$ cat config.mk
export PLATFORM = sky130hd
export DESIGN_NAME = wdg_top
export DESIGN_NICKNAME = d
export VERILOG_FILES = /design/src/rtl/wdg_pkg.sv /design/src/rtl/wdg_prescaler.sv /design/src/rtl/wdg_key.sv /design/src/rtl/wdg_pulse.sv /design/src/rtl/wdg_top.sv
export SDC_FILE = /design/constraint.sdc
export NUM_CORES = 1
export LEC_CHECK = 0
export ABC_AREA = 1
export BUFFER_PORTS_ARGS = -buffer_cell sky130_fd_sc_hd__buf_2
export CAP_MARGIN = 20
export CORE_ASPECT_RATIO = 0.6
export CORE_MARGIN = 1
export CORE_UTILIZATION = 53
export DETAILED_ROUTE_END_ITERATION = 16
export PLACE_DENSITY = 0.84
export SKIP_CTS_REPAIR_TIMING = 1
export SYNTH_ARGS = -nofsm -noshare
export SYNTH_HDL_FRONTEND = slang
export SYNTH_SLANG_ARGS = --single-unit
$ cat constraint.sdc
create_clock -name clk -period 1.65 [get_ports clk]
set_input_delay 0.0825 -clock clk [delete_from_list [all_inputs] [get_ports clk]]
set_output_delay 0.0825 -clock clk [all_outputs]
set_load 0.05 [all_outputs]
$ cat src/rtl/wdg_pkg.sv
package wdg_pkg;

    localparam int               SEL_W        = 3;
    localparam int               SUB_W        = 6;
    localparam logic [SEL_W-1:0] SEL_TOP      = 3'd6;
    localparam logic [2:0]       CHECK_PATTERN = 3'b101;
    localparam logic [7:0]       KEY_ARM      = 8'h55;
    localparam logic [7:0]       KEY_FIRE     = 8'hAA;

    typedef enum logic {
        MODE_RESET = 1'b0,
        MODE_IRQ   = 1'b1
    } wd_mode_e;

    typedef struct packed {
        logic [2:0]       check;
        logic [SEL_W-1:0] sel;
        wd_mode_e         mode;
        logic             dis;
    } wd_ctrl_t;

    localparam wd_ctrl_t CTRL_RESET_VAL = '{
        check: CHECK_PATTERN,
        sel:   '0,
        mode:  MODE_RESET,
        dis:   1'b0
    };

    // select codes above the top divider behave like the top divider
    function automatic logic [SEL_W-1:0] clamp_sel(input logic [SEL_W-1:0] s);
        return (s > SEL_TOP) ? SEL_TOP : s;
    endfunction

    // mask of prescaler bits that must all be one to emit a tick
    function automatic logic [SUB_W-1:0] sub_mask(input logic [SEL_W-1:0] s);
        logic [SUB_W:0] one_hot;
        one_hot = (SUB_W+1)'(1) << clamp_sel(s);
        return SUB_W'(one_hot - (SUB_W+1)'(1));
    endfunction

endpackage

$ cat src/rtl/wdg_prescaler.sv
module wdg_prescaler
    import wdg_pkg::*;
#(
    parameter int BASE_DIV = 512
) (
    input  logic             clk,
    input  logic             rst,
    input  logic             run,
    input  logic             clr,
    input  logic [SEL_W-1:0] sel,
    output logic             tick
);

    logic             base_tick;
    logic [SUB_W-1:0] sub_q;
    logic [SUB_W-1:0] mask;
    logic             sub_full;

    generate
        if (BASE_DIV <= 1) begin : g_no_base
            assign base_tick = run;
        end else begin : g_base
            localparam int BW = $clog2(BASE_DIV);
            localparam logic [BW-1:0] BASE_LAST = BW'(BASE_DIV - 1);
            logic [BW-1:0] base_q;

            assign base_tick = run && (base_q == BASE_LAST);

            always_ff @(posedge clk) begin
                if (rst || clr) begin
                    base_q <= '0;
                end else if (run) begin
                    base_q <= base_tick ? '0 : base_q + 1'b1;
                end
            end
        end
    endgenerate

    assign mask     = sub_mask(sel);
    assign sub_full = ((sub_q & mask) == mask);
    assign tick     = base_tick && sub_full;

    always_ff @(posedge clk) begin
        if (rst || clr) begin
            sub_q <= '0;
        end else if (base_tick) begin
            sub_q <= sub_full ? '0 : sub_q + 1'b1;
        end
    end

endmodule

$ cat src/rtl/wdg_key.sv
module wdg_key
    import wdg_pkg::*;
(
    input  logic       clk,
    input  logic       rst,
    input  logic       key_we,
    input  logic [7:0] key_wdata,
    output logic       clear
);

    logic armed_q;

    assign clear = key_we && armed_q && (key_wdata == KEY_FIRE);

    always_ff @(posedge clk) begin
        if (rst) begin
            armed_q <= 1'b0;
        end else if (key_we) begin
            armed_q <= (key_wdata == KEY_ARM);
        end
    end

endmodule

$ cat src/rtl/wdg_pulse.sv
module wdg_pulse
    import wdg_pkg::*;
#(
    parameter int PULSE_LEN = 512,
    parameter int RST_LEN   = 512
) (
    input  logic     clk,
    input  logic     rst,
    input  logic     run,
    input  logic     trip,
    input  wd_mode_e mode,
    input  logic     force_rst,
    output logic     irq_n,
    output logic     wd_rst,
    output logic     wd_caused
);

    localparam int PW = $clog2(PULSE_LEN + 1);
    localparam int RW = $clog2(RST_LEN + 1);
    localparam logic [PW-1:0] PULSE_LOAD = PW'(PULSE_LEN);
    localparam logic [RW-1:0] RST_LOAD   = RW'(RST_LEN);

    logic [PW-1:0] pls_q;
    logic [RW-1:0] rcnt_q;
    logic          caused_q;
    logic          rst_evt;
    logic          irq_start;

    assign irq_start = trip && (mode == MODE_IRQ) && (pls_q == '0);
    assign rst_evt   = force_rst || (trip && (mode == MODE_RESET));

    always_ff @(posedge clk) begin
        if (rst || force_rst) begin
            pls_q <= '0;
        end else if (irq_start) begin
            pls_q <= PULSE_LOAD;
        end else if (run && pls_q != '0) begin
            pls_q <= pls_q - 1'b1;
        end
    end

    always_ff @(posedge clk) begin
        if (rst) begin
            rcnt_q   <= '0;
            caused_q <= 1'b0;
        end else if (rst_evt) begin
            rcnt_q   <= RST_LOAD;
            caused_q <= 1'b1;
        end else if (rcnt_q != '0) begin
            rcnt_q <= rcnt_q - 1'b1;
        end
    end

    assign irq_n     = (pls_q == '0);
    assign wd_rst    = (rcnt_q != '0);
    assign wd_caused = caused_q;

endmodule

$ cat src/rtl/wdg_top.sv
module wdg_top
    import wdg_pkg::*;
#(
    parameter int CNT_W     = 8,
    parameter int BASE_DIV  = 512,
    parameter int PULSE_LEN = 512,
    parameter int RST_LEN   = 512
) (
    input  logic       clk,
    input  logic       rst,
    input  logic       prot_en,
    input  logic       ctrl_we,
    input  logic [7:0] ctrl_wdata,
    input  logic       key_we,
    input  logic [7:0] key_wdata,
    output logic       irq_n,
    output logic       irq_lvl,
    output logic       wd_rst,
    output logic       wd_caused
);

    wd_ctrl_t         cfg_q;
    wd_ctrl_t         cfg_in;
    logic             cfg_acc;
    logic             cfg_ok;
    logic             cfg_bad;
    logic             wd_en;
    logic             key_clr;
    logic             tick;
    logic [CNT_W-1:0] cnt_q;
    logic             cnt_wrap;
    logic             trip;
    logic             force_rst;

    assign cfg_in  = wd_ctrl_t'(ctrl_wdata);
    assign cfg_acc = ctrl_we && prot_en;
    assign cfg_ok  = cfg_acc && (cfg_in.check == CHECK_PATTERN);
    assign cfg_bad = cfg_acc && (cfg_in.check != CHECK_PATTERN);
    assign wd_en   = !cfg_q.dis;

    always_ff @(posedge clk) begin
        if (rst) begin
            cfg_q <= CTRL_RESET_VAL;
        end else if (cfg_ok) begin
            cfg_q <= cfg_in;
        end
    end

    wdg_key u_key (
        .clk       (clk),
        .rst       (rst),
        .key_we    (key_we),
        .key_wdata (key_wdata),
        .clear     (key_clr)
    );

    wdg_prescaler #(
        .BASE_DIV (BASE_DIV)
    ) u_presc (
        .clk  (clk),
        .rst  (rst),
        .run  (wd_en),
        .clr  (key_clr),
        .sel  (cfg_q.sel),
        .tick (tick)
    );

    assign cnt_wrap = tick && (cnt_q == '1);

    always_ff @(posedge clk) begin
        if (rst || key_clr) begin
            cnt_q <= '0;
        end else if (tick) begin
            cnt_q <= cnt_q + 1'b1;
        end
    end

    assign trip      = cnt_wrap || cfg_bad;
    assign force_rst = cfg_ok && (cfg_q.mode == MODE_IRQ)
                       && (cfg_in.mode == MODE_RESET) && !irq_n;

    wdg_pulse #(
        .PULSE_LEN (PULSE_LEN),
        .RST_LEN   (RST_LEN)
    ) u_pulse (
        .clk       (clk),
        .rst       (rst),
        .run       (wd_en),
        .trip      (trip),
        .mode      (cfg_q.mode),
        .force_rst (force_rst),
        .irq_n     (irq_n),
        .wd_rst    (wd_rst),
        .wd_caused (wd_caused)
    );

    assign irq_lvl = irq_n;

endmodule

* Word level (Yosys, flattened, before mapping) *
Index checks and enable logic that the tools add are counted.

cells by class
  add/sub/neg operators = 6
  order comparisons = 1
  eq/ne operators = 7
  shift operators = 1
  mux-type cells = 7
  bitwise logic cells = 3
  reduce and logical (&&, ||, !) cells = 28

operators by type and width
  kind                                                count
  2-to-1 mux 10 bit                                   4
  nonzero test 10 bit                                 2
  subtractor 10 x 1 -> 10 bit, second input constant  2
  == test 8 bit, second input constant                2
  logical AND 1 bit                                   15
  logical NOT 10 bit                                  1
  adder 9 x 1 -> 9 bit, second input constant         1
  == test 9 bit, second input constant                1
  2-to-1 mux 9 bit                                    1
  adder 8 x 1 -> 8 bit, second input constant         1
  == test 8 x 7 -> 1 bit, second input constant       1
  adder 6 x 1 -> 6 bit, second input constant         1
  bitwise AND 6 bit                                   1
  == test 6 bit                                       1
  2-to-1 mux 6 bit                                    1
  << shifter 1 x 3 -> 6 bit, first input constant     1
  subtractor 6 x 1 -> 6 bit, second input constant    1
  logical OR 1 bit                                    4
  nonzero test 2 bit                                  2
  OR reduction 2 bit                                  2
  == test 3 bit, second input constant                1
  > comparator 3 bit, second input constant           1
  2-to-1 mux 3 bit                                    1
  inequality test 3 bit, second input constant        1
  other kinds (2)                                     4

word-level totals
  flip-flop bits (word level) = 50
  input bits = 21
  output and inout port bits = 4
  logic and storage cells = 65

* Logic depth before layout (Yosys ltp) *
  depth in word-level cells = 12
  gate-level depth with buffers = 13
  mapped depth without buffers = 13

* Hierarchy *
Synthesis repeated with hierarchy kept, for this count alone.

unflattened totals
  cell total of the unflattened synthesis = 399
  area, all modules = 2795.2 µm²

modules (own cells, without submodules)
  module         instances  cells each  area each (µm²)  sequential area each (µm²)
  wdg_pulse      1          182         1275.0           420.4
  wdg_prescaler  1          110         789.5            300.3
  wdg_top        1          87          626.9            260.2
  wdg_key        1          20          103.8            20.0

* Worst setup path after synthesis *
No wires, ideal clock.

  path type = reg-to-reg
  start = register u_presc.g_base.base_q[0]
  end = register cnt_q[4]
  library setup time = 0.119 ns
  data arrival time = 1.539 ns
  required time = 1.531 ns
  setup slack = -0.008 ns
  stages on the path, launching flop included = 12
  buffers on the path = 0
  clock period less this slack = 1.658 ns
  cell sequence = dfxtp_1 ha_1 nand4_1 nor2_1 ha_1 nand2_2 inv_2 nand3_2 inv_2 nand2_1 o21ai_0 a21oi_1

between the ends
  cells in the longest elaborated chain, start to end = 3

RTL lines
  item                    line                 text
  from (decl)             wdg_prescaler.sv:25  logic [BW-1:0] base_q;
  from (signal assigned)  wdg_prescaler.sv:33  base_q <= base_tick ? '0 : base_q + 1'b1;
  == test 9 bit           wdg_prescaler.sv:27  assign base_tick = run && (base_q == BASE_LAST);
  logical AND 1 bit       wdg_prescaler.sv:27
  logical AND 1 bit       wdg_prescaler.sv:41  assign tick = base_tick && sub_full;
  to (signal assigned)    wdg_top.sv:74        cnt_q <= cnt_q + 1'b1;
  to (decl)               wdg_top.sv:30        logic [CNT_W-1:0] cnt_q;

Every way passes these cells.
A chain may end at the register's enable or synchronous reset.

* Worst setup path after layout *
  start = register u_presc.g_base.base_q[0]
  end = register u_pulse.pls_q[5]

between the ends
  cells in the longest elaborated chain, start to end = 8

RTL lines
  item                                 line                 text
  == test 9 bit                        wdg_prescaler.sv:27
  logical AND 1 bit                    wdg_prescaler.sv:27
  logical AND 1 bit                    wdg_prescaler.sv:41
  logical AND 1 bit                    wdg_top.sv:68        assign cnt_wrap = tick && (cnt_q == '1);
  logical OR 1 bit                     wdg_top.sv:78        assign trip = cnt_wrap || cfg_bad;
  logical AND 1 bit (2 in a row)       wdg_pulse.sv:29      assign irq_start = trip && (mode == MODE_IRQ) && (pls_q == '0);
  OR reduction 2 bit (no source line)  -
  to (signal assigned)                 wdg_pulse.sv:38      pls_q <= pls_q - 1'b1;
  to (decl)                            wdg_pulse.sv:23      logic [PW-1:0] pls_q;

Every way passes these cells.

==> metrics.txt <==
DP Worst Slack -0.1951 ns; buffers plus inverters on the worst setup path 1; fin crit share 112.2%; Critical Path AT 2.06 ns; clk root buf clkbuf_8; RSZ-0062 raised after global routing true; crit path max-delay cell type dfxtp_2; layout cell share with drive strength beyond 1 38.57%; Syn Inst Count 351; synthesized flop and latch total 50; startpoint types register; DR iter-0 viols 137; Crit. End Element register; most common cell after layout, fill and taps aside nand2_1; Vias per Instance 5.319; crit path launch u_presc.g_base.base_q[0]; worst r2r src u_presc.g_base.base_q[0]; Clock Tree Buf Depth 2; grt total ovfl 0; FF/Latch Area 1008 um^2; first-pass GRT wire length 9.384 mm; # fillers 323; clk_lat worst skew 0.33 ns; Max Cap Viol 0; Cell variety after synth 33; pwr dens 1621 nW/um^2; via count of the routed design 2569; EDFF count, synth 0; largest net degree at the start of global routing 18; Hold WS 0.02706 ns; PortBufs 24; clk sinks 50; WL/cell 13.93 um; R2R Setup Slk -0.20 ns; Layout area overhead 34.54%; Post-Route Setup TNS -4.532 ns; Synth Area per Inst 7.411 um^2; synthesized cell area 2601 um^2; maximum vdd drop 1.642 mV; Initial Util 56.11%; Pre-antenna DRT Iters 5; CP required 1.86 ns; clock skew 0.01842 ns; fraction of registers with async set/reset 0%; total power draw 5.674 mW; H-Tree Depth 2; Primary FF master, synth dfxtp_1; Critical Path, Cell by Cell ha_4 -> nand4_1 -> nor2_2 -> ha_2 -> nand2_4 -> inv_4 -> nand4_1 -> nand2_2 -> nand3_4 -> nand2_4 -> nor2_2; Clock transition at path regs 0.11 ns; initial antenna violation count 0; cell area after layout 3500 um^2; routability congestion estimate 0.8004; Die Y 56.27 um; core box area 4636 um^2; yosys warns 0; sequential element share of the synthesized area 38.48%; Hold Crit Class in2reg; cell class contributing the biggest share of worst-path delay simple AND/OR/NAND/NOR gates; die area 5201 um^2; ant diodes 0; TritonCTS clock tree built; GR Util All Layers 22.89%; vias in the first global route 2209; Die X 92.45 um; WP depth 11; Critical Path Fanout Max 5; headroom to the max-slew limit 69.26%; Synth Net Count 378; status complete, but fails checks; Placed Area 2950 um^2; post-DP HPWL 4.073 mm; CP Class reg2reg; post-route ant nets 0; CTS Buf Count 5; nets 446; footprint of the multi-input gates 1650 um^2; Final Hold Vio Count 0; worst setup path end u_pulse.pls_q[5]; Worst Hold Path Cells 2; LEAKAGE 1.589 nW; worst slew pin tran 0.4611 ns; Slew Viols, Final 0; FF-to-FF End u_pulse.pls_q[5]; count of final setup violators 34; crit path time final 1.851 ns; DRC viols 0; Fmax 540.1 MHz; most frequent cells in the layout nand2_1 (53), inv_1 (47), dfxtp_1 (44); final worst slack -0.2014 ns; final wirelength 6.727 mm; failing checks negative setup slack; Slowest Stage Delay on Critical Path 0.38 ns; I/O pin count 25; Worst Reg-to-Reg Cells 11; std cell rows 19
## cell usage after synthesis, types with 5 or more instances
cell	count	area, um^2
nor2_2	17	106.4
inv_1	50	187.7
a21oi_1	13	65.06
nand3_1	17	85.08
nor3_1	7	35.03
xnor2_1	5	43.79
dfxtp_1	50	1001
inv_2	5	18.77
nand4_1	10	62.56
ha_1	6	75.07
nand2_1	65	244.0
nor2_1	42	157.7
xor2_1	16	140.1
a21oi_2	6	52.55
o21ai_0	10	50.05
## state kept, by name (all words and copies together) (netlist names)
register,flops
u_presc.sub_q,6
u_pulse.wd_caused,1
u_pulse.pls_q,10
u_presc.g_base.base_q,9
cfg_q,5
cnt_q,8
u_pulse.rcnt_q,10
u_key.armed_q,1
## worst min-delay path by stage
stage	start	endpoint	slack, ns
2_1_floorplan	rst	cfg_q[1]	0.16
3_3_place_gp	key_we	u_key.armed_q	0.34
3_5_place_dp	rst	cfg_q[1]	0.34
4_1_cts	rst	cfg_q[1]	0.0003
5_1_grt	rst	cfg_q[1]	0.008
6_report	rst	cfg_q[1]	0.03
## routing by layer
| metal | share of wire [%] | track usage, % | vias up |
|---|---|---|---|
| li1 | - | - | 1252 |
| met2 | 49 | 37.35 | 90 |
| met4 | 2.2 | 9.821 | 0 |
| met3 | 4.4 | 4.607 | 17 |
| met5 | 0 | 0 | - |
| met1 | 44 | 29.61 | 1210 |
## cell type report
| class | instances | share of cell area, % |
|---|---|---|
| Multi-Input combinational cell | 247 | 47.16 |
| Sequential cell | 50 | 28.82 |
| Timing Repair Buffer | 60 | 12.33 |
| Inverter | 55 | 6.114 |
| Tap cell | 63 | 2.252 |
| Clock buffer | 5 | 1.966 |
| Clock inverter | 3 | 1.359 |
## worst reg2reg max path: stages (launching register included)
cell and delay [ns]:
dfxtp_2 0.38, ha_4 0.14, nand4_1 0.08, nor2_2 0.14, ha_2 0.23, nand2_4 0.08
inv_4 0.09, nand4_1 0.13, nand2_2 0.16, nand3_4 0.12, nand2_4 0.15, nor2_2 0.04
## cells by family after synthesis
| logic type | synth area share (%) |
|---|---|
| adder cells (fa/ha/maj) | 2.886 |
| buffers and inverters | 8.225 |
| multiplexers | 0.3848 |
| flip-flops | 38.48 |
| AND/OR/NAND/NOR | 33.48 |
| AO/OA/AOI/OAI | 9.476 |
| XOR/XNOR | 7.070 |
## report_power, final
part           total (mW)  internal, mW  switching, mW
Clock               0.921         0.460          0.461
Combinational        3.11          1.32           1.78
Sequential           1.65          1.44          0.210
Total                5.67          3.22           2.45
## stage by stage
| stage | instances | util (%) |
|---|---|---|
| CTS | 466 | 66.15 |
| global route | 483 | 75.49 |
| detailed placement | 458 | 63.64 |
| floorplan | 351 | - |
| global placement | 458 | 63.64 |
| finish | 483 | 75.49 |
No activity file was read; power rests on OpenSTA's default activity.
